$ cat src/rtl/hsw_pkg.sv
package hsw_pkg;
  typedef enum logic [1:0] {
    HS_OFF    = 2'b00,
    HS_INRUSH = 2'b01,
    HS_ON     = 2'b10,
    HS_OVL    = 2'b11
  } hs_state_e;
endpackage

$ cat src/rtl/hsw_dwell.sv
// Counts cycles spent in the current state; done once LIMIT cycles have
// elapsed including the present one. Restart clears on state entry.
module hsw_dwell #(
  parameter int LIMIT = 80000
) (
  input  logic clk,
  input  logic rst_n,
  input  logic restart,
  output logic done
);
  localparam int CW = $clog2(LIMIT);
  localparam logic [CW-1:0] LAST = CW'(LIMIT - 1);

  logic [CW-1:0] cnt_q, cnt_d;
  logic          cnt_en;

  always_comb begin
    cnt_en = restart | (cnt_q != LAST);
    cnt_d  = restart ? '0 : cnt_q + 1'b1;
  end

  always_ff @(posedge clk or negedge rst_n) begin
    if (!rst_n)      cnt_q <= '0;
    else if (cnt_en) cnt_q <= cnt_d;
  end

  assign done = (cnt_q == LAST);
endmodule

$ cat src/rtl/hsw_persist.sv
// Fires when level has been high for LIMIT consecutive armed cycles.
module hsw_persist #(
  parameter int LIMIT = 140
) (
  input  logic clk,
  input  logic rst_n,
  input  logic arm,
  input  logic level,
  output logic fire
);
  localparam int CW = $clog2(LIMIT);
  localparam logic [CW-1:0] LAST = CW'(LIMIT - 1);

  logic [CW-1:0] run_q, run_d;
  logic          run_en;
  logic          hold;

  always_comb begin
    hold   = arm & level;
    run_en = !hold | (run_q != LAST);
    run_d  = hold ? run_q + 1'b1 : '0;
  end

  always_ff @(posedge clk or negedge rst_n) begin
    if (!rst_n)      run_q <= '0;
    else if (run_en) run_q <= run_d;
  end

  assign fire = hold & (run_q == LAST);
endmodule

$ cat src/rtl/hsw_fet_sel.sv
// Hysteretic internal/external FET steering, valid only while fully on.
module hsw_fet_sel (
  input  logic clk,
  input  logic rst_n,
  input  logic keep,
  input  logic i_hi,
  input  logic i_lo,
  output logic ext_sel
);
  logic sel_d;

  always_comb begin
    if (!keep)     sel_d = 1'b0;
    else if (i_hi) sel_d = 1'b1;
    else if (i_lo) sel_d = 1'b0;
    else           sel_d = ext_sel;
  end

  always_ff @(posedge clk or negedge rst_n) begin
    if (!rst_n) ext_sel <= 1'b0;
    else        ext_sel <= sel_d;
  end
endmodule

$ cat src/rtl/hsw_ctrl.sv
module hsw_ctrl
  import hsw_pkg::*;
#(
  parameter int DWELL_CYC = 80000,
  parameter int QUAL_CYC  = 140
) (
  input  logic       clk,
  input  logic       rst_n,
  input  logic       uvlo,
  input  logic       type1,
  input  logic       v_low,
  input  logic       v_high,
  input  logic       i_hi,
  input  logic       i_lo,
  output logic [1:0] mode,
  output logic       ext_sel
);
  hs_state_e st_q, st_d;
  logic      dwell_done;
  logic      ovl_fire;
  logic      st_change;

  always_comb begin
    st_d = st_q;
    unique case (st_q)
      HS_OFF:    st_d = HS_INRUSH;
      HS_INRUSH: if (v_low && (type1 || dwell_done)) st_d = HS_ON;
      HS_ON:     if (ovl_fire) st_d = HS_OVL;
      HS_OVL:    if (v_low && dwell_done) st_d = HS_ON;
      default:   st_d = HS_OFF;
    endcase
    if (uvlo) st_d = HS_OFF;
    st_change = (st_d != st_q);
  end

  always_ff @(posedge clk or negedge rst_n) begin
    if (!rst_n) st_q <= HS_OFF;
    else        st_q <= st_d;
  end

  hsw_dwell #(.LIMIT(DWELL_CYC)) dwell_i (
    .clk(clk), .rst_n(rst_n), .restart(st_change), .done(dwell_done)
  );

  hsw_persist #(.LIMIT(QUAL_CYC)) persist_i (
    .clk(clk), .rst_n(rst_n), .arm(st_q == HS_ON), .level(v_high), .fire(ovl_fire)
  );

  hsw_fet_sel fet_i (
    .clk(clk), .rst_n(rst_n), .keep(st_d == HS_ON),
    .i_hi(i_hi), .i_lo(i_lo), .ext_sel(ext_sel)
  );

  assign mode = st_q;
endmodule

$ cat config.mk
export PLATFORM = sky130hd
export DESIGN_NAME = hsw_ctrl
export DESIGN_NICKNAME = d
export VERILOG_FILES = /design/src/rtl/hsw_pkg.sv /design/src/rtl/hsw_dwell.sv /design/src/rtl/hsw_persist.sv /design/src/rtl/hsw_fet_sel.sv /design/src/rtl/hsw_ctrl.sv
export SDC_FILE = /design/constraint.sdc
export NUM_CORES = 1
export LEC_CHECK = 0
export ABC_AREA = 1
export ABC_CLOCK_PERIOD_IN_PS = 1800
export BUFFER_PORTS_ARGS = -buffer_cell sky130_fd_sc_hd__clkbuf_2
export CAP_MARGIN = 15
export CORE_MARGIN = 10
export CORE_UTILIZATION = 53
export CTS_CLUSTER_SIZE = 10
export DETAILED_ROUTE_END_ITERATION = 10
export MAX_ROUTING_LAYER = met4
export PLACE_DENSITY = 0.84
export SLEW_MARGIN = 0
export SYNTH_ARGS = -nofsm -noshare
export SYNTH_HDL_FRONTEND = slang
export SYNTH_SLANG_ARGS = --single-unit
$ cat constraint.sdc
create_clock -name clk -period 1.8 [get_ports clk]
set_input_delay 0 -clock clk [delete_from_list [all_inputs] [get_ports clk]]
set_output_delay 0 -clock clk [all_outputs]
set_load 0.03 [all_outputs]
==> out/qor_table.md <==
| Step | Quantity | Reported |
|:---|:---|:---|
| outcome | Result of the run | complete, but fails checks |
| outcome | Violations in the final reports | setup timing |
| yosys | Post-synth design cell area | 0.001599 mm2 |
| placed design | HPWL Detailed | 2283 um |
| finish | Layout overhead on the synthesized area | 26.60% |
| yosys | Distinct cells, synth | 24 |
| critical path | Number of buffer and inverter instances along the worst setup path | 2 |
| global route | Aggregate global-route resource usage | 14.39% |
| yosys | Post-synthesis mux area share | 0.7042% |
| yosys | Portion of synthesized cell area occupied by the leading cell type | 43.82% |
| sta | Portion of the clock cycle consumed by the worst path in the final layout | 106.2% |
| floorplan | Area enclosed by the die boundary | 0.005614 mm2 |
| cts | TritonCTS clock tree | done |
| finish | Fin area | 0.002024 mm2 |
| global route | Most used routing layer | met2 |
| sta | Unrepaired setup endpoints after global routing | true |
| critical path | Crit path top cell by count | sky130_fd_sc_hd__nand2_2 |
| critical path | Nature of the critical path endpoint | register |
| yosys | Total number of yosys warnings | 0 |
| global route | Pin count of the biggest net entering global routing | 29 |
| floorplan | Top Ports | 11 |
| critical path | Count of cells along the worst register-to-register path | 13 |
| sta | Final Max Slew Viols | 0 |
| floorplan | Initial cell density of the core | 56.52% |
| finish | Area of the multi-input gates | 832.0 um2 |
| sta | Final setup TNS | -1.391 ns |
| yosys | Sequential share of the synthesized area | 43.82% |
| power and ir drop | Power Dens Cells | 642.5 mW/mm2 |
| sta | Post-route clock skew | 0.01398 ns |
| routing | Vias per Instance | 5.279 |
| routing | Final WL | 3716 um |
| critical path | Crit Path Category | reg2reg |
| cts | Buffer levels on the longest clock path | 2 |
| yosys | Synthesized-area fraction occupied by and/or/nand/nor cells | 33.72% |
| sta | Final setup violation count | 16 |
| placed design | Placement-stage cell area | 0.001800 mm2 |
| critical path | Worst endpoint required time | 2.04 ns |
| yosys | Mean area per synthesized cell | 8.285 um2 |
| cts | Number of clock buffers inserted by TritonCTS | 3 |
| floorplan | Height of the die | 74.93 um |
| global route | Antenna violations before repair | 0 |
| critical path | Slowest stage cell on the critical path | sky130_fd_sc_hd__dfrtp_1 |
| yosys | Synth Instances | 193 |
| yosys | Register bit total from synthesis | 28 |
| routing | # DRC | 0 |
| critical path | CP cell instances | ha_2 > nand2_2 > nor2_4 > nand2_2 > nor2_4 > nand2_2 > buf_4 > buf_4 > nand2_2 > nor2_2 > nand2_1 > xor2_2 > nor2_4 |
| yosys | Post-Synth XOR/XNOR Area | 5.477% |
| sta | Transition time at the pin with the least slew margin | 0.7050 ns |
| routing | Number of DRC markers in iteration 0 | 91 |
| cts | H-tree levels | 1 |
| routing | Vias after detailed routing | 1383 |
| cts | Worst-Skew Late Latency | 0.34 ns |
| finish | Antenna Cells | 0 |
| yosys | Fraction of the mapped netlist area in compound gates | 5.477% |
| finish | Count of nets after finishing | 242 |
| global route | GR Overflow Total | 0 |
| placed design | Instance count after placement with tap cells included | 247 |
| global route | Vias in the first global route | 1407 |
| global route | Met3 track demand over resource in global routing | 1.314% |
| hold path | Worst hold path depth | 4 |
| global route | First-pass GRT wire length | 6175 um |
| yosys | Post-synthesis share of cell area spent on full adders, half adders and majority gates | 1.565% |
| routing | Pre-antenna DRT Iters | 4 |
| floorplan | Core outline area | 0.002829 mm2 |
| critical path | Critical Path Max Stage Delay | 0.40 ns |
| critical path | CP startpoint kind | register |
| critical path | Setup slack, reg-to-reg | -0.11 ns |
| cts | Reg clk slew, reported paths | 0.16 ns |
| sta | Final setup slack of the worst path | -0.1108 ns |
| floorplan | FP Rows | 19 |
| critical path | Cell family contributing the most delay on the critical path | simple AND/OR/NAND/NOR gates |
| power and ir drop | Total Power | 1.301 mW |
| yosys | Largest area contributor in the synthesized netlist | sky130_fd_sc_hd__dfrtp_1 |
| sta | Tightest slew margin relative to the limit | 53.00% |
| critical path | Reg2reg start | dwell_i.cnt_q[1] |
| finish | Fraction of final layout cells with drive strength greater than 1 | 33.77% |
| hold path | HP Class | in2reg |
| critical path | Critical Path AT | 2.15 ns |
| finish | Fillcell total | 196 |
| hold path | Hold path startpoint | v_low |
| placed design | IO Port Bufs | 10 |
| yosys | Total nets after synthesis | 203 |
| finish | Final standard cell count with taps included and fillers excluded | 262 |
| placed design | Final estimated routing congestion in global placement | 0.9174 |
| hold path | WHS Endpoint | fet_i.ext_sel |
| critical path | Largest fanout on the critical path | 5 |
| sta | Final Critical Period | 1.911 ns |
| routing | DR WL/cell | 14.18 um |
| finish | Register area | 700.7 um2 |
| yosys | Largest family of logic cells by synthesized area | simple AND/OR/NAND/NOR gates |
| sta | Highest clock rate | 523.3 MHz |
| floorplan | Horizontal die dimension | 74.93 um |
| global route | GRT met1 Usage | 16.29% |
| cts | CTS sink count | 28 |
| routing | Number of routed nets with antenna violations | 0 |
| cts | Root buffer cell | sky130_fd_sc_hd__clkbuf_4 |
| sta | Final hold violation count | 0 |
| critical path | Worst r2r dst | dwell_i.cnt_q[7] |
| global route | Met2 usage in global routing | 24.48% |
| power and ir drop | Maximum vdd drop | 427.6 uV |
| flow run | Number of max-capacitance violations reported | 0 |
| power and ir drop | Static leakage | 0.9007 nW |
| yosys | Largest cells by area after synthesis | sky130_fd_sc_hd__dfrtp_1 (44%), sky130_fd_sc_hd__nor2_4 (7.7%), sky130_fd_sc_hd__inv_1 (7.5%) |
## placed cells by master (no fill, tap or decap), drive strengths merged
cell,count
a211oi,1
a21oi,5
a31oi,1
and3,1
buf,21
bufinv,1
clkbuf,13
dfrtp,28
dlygate4sd3,4
ha,2
inv,34
mux2,1
nand2,39
nand3,14
nand4,2
nor2,35
nor3,9
nor3b,1
o21ai,9
xnor2,5
xor2,5
## synth_stat cells
library cell and count:
sky130_fd_sc_hd__nor3_1 9, sky130_fd_sc_hd__nor3b_1 1, sky130_fd_sc_hd__nor2_4 11, sky130_fd_sc_hd__and3_1 1, sky130_fd_sc_hd__a21oi_1 4, sky130_fd_sc_hd__nor2_2 2
sky130_fd_sc_hd__nand3_1 14, sky130_fd_sc_hd__nand2_2 10, sky130_fd_sc_hd__nor2_1 22, sky130_fd_sc_hd__mux2_2 1, sky130_fd_sc_hd__buf_12 1, sky130_fd_sc_hd__o21ai_0 9
sky130_fd_sc_hd__nand4_1 2, sky130_fd_sc_hd__ha_1 2, sky130_fd_sc_hd__a211oi_1 1, sky130_fd_sc_hd__a31oi_1 1, sky130_fd_sc_hd__dfrtp_1 28, sky130_fd_sc_hd__a21oi_2 1
sky130_fd_sc_hd__inv_2 2, sky130_fd_sc_hd__xor2_1 5, sky130_fd_sc_hd__nand2_1 28, sky130_fd_sc_hd__xnor2_1 5, sky130_fd_sc_hd__nand2_4 1, sky130_fd_sc_hd__inv_1 32
## sequential cells by signal (all words and copies together), names as in the netlist
name and count:
dwell_i.cnt_q 17, fet_i.ext_sel 1, mode 2, persist_i.run_q 8
## metrics by stage
| stage | worst slack [ns] | util [%] | hold WS (ns) |
|---|---|---|---|
| after floorplan | 0.0006699 | - | -0.2956 |
| after global placement | 0.01366 | 63.64 | 0.06757 |
| after detailed placement | -0.04936 | 63.64 | 0.07303 |
| after CTS | -0.09269 | 69.04 | 0.01727 |
| after global routing | -0.2365 | 71.56 | 0.04412 |
| final | -0.1108 | 71.56 | 0.03085 |
## worst max path at each step
stage | end | depth (start not counted) | start | slack [ns]
2_1_floorplan | dwell_i.cnt_q[14] | 15 | dwell_i.cnt_q[0] | 0.0007
3_3_place_gp | dwell_i.cnt_q[14] | 13 | dwell_i.cnt_q[1] | 0.01
3_5_place_dp | dwell_i.cnt_q[6] | 14 | dwell_i.cnt_q[1] | -0.05
4_1_cts | dwell_i.cnt_q[14] | 15 | dwell_i.cnt_q[0] | -0.09
5_1_grt | dwell_i.cnt_q[15] | 14 | dwell_i.cnt_q[1] | -0.24
6_report | dwell_i.cnt_q[7] | 13 | dwell_i.cnt_q[1] | -0.11
## layer usage
metal	vias up	share of wire (%)	routed length, um
met3	14	2.9	107
li1	678	-	-
met2	43	51	1882
met5	-	0	0
met4	0	4.2	156
met1	648	42	1569
## tightest hold or removal path, cell delays in order
cell                       delay, ns
sky130_fd_sc_hd__clkbuf_2       0.10
sky130_fd_sc_hd__nand3_2        0.06
sky130_fd_sc_hd__a21oi_2        0.06
sky130_fd_sc_hd__nor3b_1        0.13
## logic make-up after synthesis
| logic type | Yosys count |
|---|---|
| compound gates | 16 |
| flops | 28 |
| xor+xnor | 10 |
| mux | 1 |
| buf+inv | 35 |
| simple gates | 101 |
| fa+ha+maj | 2 |
## report_power, final
group	total, mW	internal (mW)	switching, mW	leakage (nW)
clock	0.426	0.226	0.200	0.0279
sequential	0.657	0.643	0.0136	0.387
combinational	0.218	0.0948	0.123	0.486
## repair_timing
action                                  CTS  global route
endpoints found under the setup margin   15            18
buffers inserted                          6             1
resized for setup                         7            15
hold buffers                              4             0
hold endpoints to repair                 30             0
pin swaps                                 6             9
## area by class of cell
| type | count | share of cell area [%] |
|---|---|---|
| Timing Repair Buffer | 35 | 13.47 |
| Clock buffer | 3 | 1.112 |
| Multi-Input combinational cell | 130 | 41.10 |
| Sequential cell | 28 | 34.61 |
| Clock inverter | 1 | 1.483 |
| Tap cell | 31 | 1.916 |
| Inverter | 34 | 6.304 |
No activity file was read; power rests on OpenSTA's default activity.
